## src/rtl/tlb_cascade.sv

```systemverilog
module tlb_cascade #(
  parameter int VA_W   = 32,
  parameter int PG_W   = 12,
  parameter int PPN_W  = 20,
  parameter int ASID_W = 8,
  parameter int UT_N   = 3,
  parameter int JT_N   = 16
) (
  input  logic                          clk,
  input  logic                          rst_n,
  input  logic                          i_req,
  input  logic [VA_W-1:0]               i_va,
  input  logic [ASID_W-1:0]             i_asid,
  output logic [PPN_W+PG_W-1:0]         i_pa,
  output logic                          i_hit,
  output logic                          i_stall,
  output logic                          i_miss,
  input  logic                          d_req,
  input  logic [VA_W-1:0]               d_va,
  input  logic [ASID_W-1:0]             d_asid,
  input  logic                          d_pref,
  output logic [PPN_W+PG_W-1:0]         d_pa,
  output logic                          d_hit,
  output logic                          d_stall,
  output logic                          d_miss,
  input  logic                          jw_en,
  input  logic [$clog2(JT_N)-1:0]       jw_idx,
  input  logic [VA_W-PG_W-2:0]          jw_vpn2,
  input  logic [ASID_W-1:0]             jw_asid,
  input  logic [PPN_W-1:0]              jw_pfn0,
  input  logic                          jw_v0,
  input  logic [PPN_W-1:0]              jw_pfn1,
  input  logic                          jw_v1,
  input  logic                          inval_all
);
  localparam int VPN_W  = VA_W - PG_W;
  localparam int VPN2_W = VPN_W - 1;
  localparam int UIX_W  = (UT_N > 1) ? $clog2(UT_N) : 1;

  logic [VA_W-1:0]   s_va   [2];
  logic [ASID_W-1:0] s_asid [2];
  logic [1:0]        s_req;

  assign s_va[0]   = i_va;
  assign s_va[1]   = d_va;
  assign s_asid[0] = i_asid;
  assign s_asid[1] = d_asid;
  assign s_req     = {d_req, i_req};

  logic [VPN_W-1:0]  u_vpn  [2][UT_N];
  logic [ASID_W-1:0] u_asid [2][UT_N];
  logic [PPN_W-1:0]  u_ppn  [2][UT_N];
  logic [UT_N-1:0]   u_v    [2];
  logic [UIX_W-1:0]  u_rr   [2];

  logic [VPN2_W-1:0] j_vpn2 [JT_N];
  logic [ASID_W-1:0] j_asid [JT_N];
  logic [PPN_W-1:0]  j_pfn0 [JT_N];
  logic [PPN_W-1:0]  j_pfn1 [JT_N];
  logic [JT_N-1:0]   j_v0, j_v1;

  logic [1:0]        pend_miss, uhit, need_j, grant;
  logic [PPN_W-1:0]  uppn [2];
  logic [VA_W-1:0]   q_va;
  logic [ASID_W-1:0] q_asid;
  logic              q_odd, jhit, flush;
  logic [PPN_W-1:0]  jppn;

  always_comb begin
    for (int s = 0; s < 2; s++) begin
      uhit[s] = 1'b0;
      uppn[s] = '0;
      for (int e = 0; e < UT_N; e++) begin
        if (u_v[s][e] && u_vpn[s][e] == s_va[s][VA_W-1:PG_W] &&
            u_asid[s][e] == s_asid[s]) begin
          uhit[s] = 1'b1;
          uppn[s] = u_ppn[s][e];
        end
      end
    end
  end

  assign need_j = s_req & ~uhit & ~pend_miss;
  assign grant  = {need_j[1], need_j[0] & ~need_j[1]};
  assign q_va   = grant[1] ? d_va : i_va;
  assign q_asid = grant[1] ? d_asid : i_asid;
  assign q_odd  = q_va[PG_W];
  assign flush  = jw_en | inval_all;

  always_comb begin
    jhit = 1'b0;
    jppn = '0;
    for (int k = 0; k < JT_N; k++) begin
      if (!jhit && j_vpn2[k] == q_va[VA_W-1:PG_W+1] && j_asid[k] == q_asid &&
          (q_odd ? j_v1[k] : j_v0[k])) begin
        jhit = 1'b1;
        jppn = q_odd ? j_pfn1[k] : j_pfn0[k];
      end
    end
  end

  always_ff @(posedge clk) begin
    if (!rst_n) begin
      pend_miss <= '0;
      j_v0      <= '0;
      j_v1      <= '0;
      for (int s = 0; s < 2; s++) begin
        u_v[s]  <= '0;
        u_rr[s] <= '0;
      end
    end else begin
      for (int s = 0; s < 2; s++) begin
        pend_miss[s] <= grant[s] & ~jhit & ~flush;
        if (flush) begin
          u_v[s] <= '0;
        end else if (grant[s] && jhit) begin
          u_v[s][u_rr[s]] <= 1'b1;
          u_rr[s] <= (u_rr[s] == UIX_W'(UT_N - 1)) ? '0 : u_rr[s] + UIX_W'(1);
        end
      end
      if (inval_all) begin
        j_v0 <= '0;
        j_v1 <= '0;
      end
      if (jw_en) begin
        j_v0[jw_idx] <= jw_v0;
        j_v1[jw_idx] <= jw_v1;
      end
    end
  end

  always_ff @(posedge clk) begin
    for (int s = 0; s < 2; s++) begin
      if (!flush && grant[s] && jhit) begin
        u_vpn[s][u_rr[s]]  <= s_va[s][VA_W-1:PG_W];
        u_asid[s][u_rr[s]] <= s_asid[s];
        u_ppn[s][u_rr[s]]  <= jppn;
      end
    end
    if (jw_en) begin
      j_vpn2[jw_idx] <= jw_vpn2;
      j_asid[jw_idx] <= jw_asid;
      j_pfn0[jw_idx] <= jw_pfn0;
      j_pfn1[jw_idx] <= jw_pfn1;
    end
  end

  assign i_hit   = i_req & uhit[0];
  assign i_pa    = i_hit ? {uppn[0], i_va[PG_W-1:0]} : '0;
  assign i_stall = need_j[0];
  assign i_miss  = i_req & ~uhit[0] & pend_miss[0];

  assign d_hit   = d_req & uhit[1];
  assign d_pa    = d_hit ? {uppn[1], d_va[PG_W-1:0]} : '0;
  assign d_stall = need_j[1];
  assign d_miss  = d_req & ~uhit[1] & pend_miss[1] & ~d_pref;
endmodule

```

## config.mk

```make
export PLATFORM = sky130hd
export DESIGN_NAME = tlb_cascade
export DESIGN_NICKNAME = d
export VERILOG_FILES = /design/src/rtl/tlb_cascade.sv
export SDC_FILE = /design/constraint.sdc
export NUM_CORES = 2
export LEC_CHECK = 0
export BUFFER_PORTS_ARGS = -buffer_cell sky130_fd_sc_hd__buf_2
export CAP_MARGIN = 20
export CELL_PAD_IN_SITES_DETAIL_PLACEMENT = 1
export CELL_PAD_IN_SITES_GLOBAL_PLACEMENT = 1
export CORE_MARGIN = 2
export CORE_UTILIZATION = 56
export DETAILED_ROUTE_END_ITERATION = 16
export PLACE_DENSITY = 0.83
export SLEW_MARGIN = 20
export SYNTH_ARGS = -nofsm -noshare
export SYNTH_HDL_FRONTEND = slang
export SYNTH_SLANG_ARGS = --single-unit
```

## constraint.sdc

```tcl
create_clock -name clk -period 18.1 [get_ports clk]
set_input_delay 0 -clock clk [delete_from_list [all_inputs] [get_ports clk]]
set_output_delay 0 -clock clk [all_outputs]
set_load 0.005 [all_outputs]
```

==> results.ini <==
[outcome]
outcome=finished clean

[power]
pwr-share-seq=0.497
p_per_area_nw_per_um2=100
p_leak_nw=25.1
p_total_mw=7.34
switching_share=0.254
p_comb_frac=0.084
ir_worst_vdd_uv=92.9
power_frac_clock=0.419
net-switching-power_mw=1.86
internal-power_mw=5.48

[global_routing]
grt_use_met2=0.704
grt_max_degree=169
grt_use_met1=0.641
grt_usage=0.480
antenna_found_initial=32
grt_pass1_vias=51046
gr-total-overflow=0
grt_pass1_wl_um=391000
grt-busiest-layer=met2
grt_use_met3=0.153

[logic_synthesis]
synth_xor_area_frac=0.0837
synth_top_family_by_area=simple AND/OR/NAND/NOR gates
ys_async_sr_fraction=0
synthAdderAreaFrac=0.00118
synth_cell_type_count=96
synth_top_area_frac=0.643
syn_nets=5093
synth-simple-area-share=0.112
synth_edf_count=1367
yosys_warnings=0
synth_area_per_cell_um2=13.0
synth.area.top_cells=edfxtp_1 (64%), xnor2_1 (5.1%), xor2_1 (3.3%), nand2_1 (2.8%), nor2_1 (2.2%)
netlist_instances=4927
syn_area_um2=63800
yosys-mux-area-fraction=0.0260
synth-main-ff-cell=edfxtp_1
synth_compound_area_frac=0.0930
ys_seq_elements=1404
netlist.top_cell.by_area=edfxtp_1
seq_area_frac_synth=0.655

[cts]
cts_max_path_buffers=3
cts.sink_count=1404
clk_latency_ps=800
cts_setup_buffers=0
clockRootBuffer=clkbuf_16
cts_tree=done
clk_pin_slew_ps=70
cts_buffers=149
h-tree-depth=4

[timing]
max_freq_mhz=111
finalCriticalPeriod_ps=9030
max_slew_margin=0.0909
rsz0062_at_grt=false
hold_viol_final=0
finalSetupViolCount=0
tightest_slew_ps=1350
finClkSkew_ps=34.7
tns_ps=0
finalCritPeriodShare=0.499
slew_viol_final=0

[die]
core_area_um2=113000
die_h_um=342
dieWidth_um=342
start_util=0.566
rows=123
io_pins=230
dieArea_um2=117000

[layout]
final_cell_area_um2=73200
final_cell_mix=edfxtp_1 (1,367), nand2_1 (470), xnor2_1 (371)
drive_gt1_frac=0.132
nets=5459
area_delta_synth_final_pct=14.7
layout_commonest_cell=edfxtp_1

[routing]
wl_um=283000
via_count=50331
ant_nets=0
firstDrtPassIters=6
vias_per_cell=7.26
drc=0
drt_iter0_drc=8990
wl_per_cell_um=40.7

[job]
drv_cap=0

[placement]
place_congestion=1.04
place_area_um2=66900
port_buffers=229
hpwl_um=171000

[critical_path]
cp_data_required_time_ps=18530
critical_path_class=primary input to register
arrival_ps=9470
endpoint_kind=register
startpoint_type=primary input
cp_max_fo=41

[worst_hold_path]
worstHoldPathType=primary input to register

final timing paths:
path,startpoint,to,slack (ps),cells past startpoint
setup / recovery,d_asid[6],u_ppn[0][29]$_DFFE_PP_,9070,20
hold / removal,jw_idx[0],j_pfn0[8][11]$_DFFE_PP_,80,3
setup reg to reg,u_vpn[0][76]$_DFFE_PP_,u_ppn[0][29]$_DFFE_PP_,9190,17
hold reg to reg,u_v[1][0]$_DFF_P_,u_v[1][0]$_DFF_P_,540,2
power by group through the flow:
stage / sequential [mW] / combinational [mW] / clock (mW)
floorplan: 3.70 / 0.273 / 0
global placement: 3.71 / 0.529 / 0
detailed placement: 3.71 / 0.543 / 0
CTS: 3.64 / 0.574 / 3.04
global route: 3.65 / 0.615 / 3.17
finish: 3.65 / 0.618 / 3.07
sequential cells by signal, indices dropped and copies added, names as in the netlist:
register / count
u_rr: 4
u_vpn: 120
u_asid: 48
j_asid: 128
j_pfn1: 320
pend_miss: 2
u_v: 6
j_pfn0: 320
j_vpn2: 304
u_ppn: 120
j_v1: 16
j_v0: 16
kinds of logic after synthesis:
kind of cell / count (synthesis)
buf+inv: 461
mux: 161
fa+ha+maj: 6
xor+xnor: 610
simple gates: 1463
compound gates: 822
flops: 1404
repair_timing:
action                    4_1_cts  5_1_grt
hold buffers                  134        0
hold endpoints to repair     1285        0
resized for setup               0        0
synthesized netlist by cell type, drive strengths merged, types with 24 or more instances:
cell     number
nor3         31
nand3        64
mux2         36
nor2        370
nand2       472
inv         150
buf         119
clkbuf      179
nor2b        74
nor3b        53
nor4        129
xor2        239
o221ai       24
and2         30
a22o         32
nand4       148
a221oi       35
o2bb2ai      29
o21ai       113
mux2i       125
a2111oi      47
dfxtp        37
edfxtp     1367
a211o        32
o22ai       105
xnor2       371
and3         28
a21oi       198
stage by stage:
step,instances,worst slack (ps),hold WS (ps),util
6_report,6935,9070,75.8,0.649
5_1_grt,6920,9150,26.3,0.649
4_1_cts,6914,9490,9.45,0.648
3_5_place_dp,6506,9470,235,0.593
3_3_place_gp,6505,9880,235,0.593
2_1_floorplan,4927,11550,36.5,-
worst max-delay path: stages:
cell and delay (ps):
dlygate4sd3_1 520, buf_2 430, buf_4 450, xnor2_1 220, nand4_1 210, nor4_1 460
and4_2 890, buf_4 530, nor4_1 210, nor2_4 430, mux2_2 400, nand4_1 650
buf_4 410, o2111ai_4 150, buf_4 350, nor2_2 1000, o21a_1 580, buf_4 400
o41ai_1 200, a211oi_2 860
layout make-up:
| cell class | instances | area (um2) |
|---|---|---|
| sequential | 1404 | 41800 |
| clock buffer | 198 | 4040 |
| multi-input combinational | 3062 | 20400 |
| timing repair buffer | 513 | 3700 |
| fill | 10653 | 39600 |
| clock inverter | 76 | 723 |
| antenna | 19 | 47.5 |
| tap | 1500 | 1880 |
| inverter | 163 | 612 |
metal layers:
layer | share of wire | up-vias | routed length, um
met5 | 0.00041 | - | 115
met4 | 0.062 | 12 | 17500
met3 | 0.15 | 1080 | 43200
met2 | 0.43 | 4878 | 122000
met1 | 0.35 | 25180 | 99800
li1 | - | 19181 | -
(Power assumes the default switching activity.)
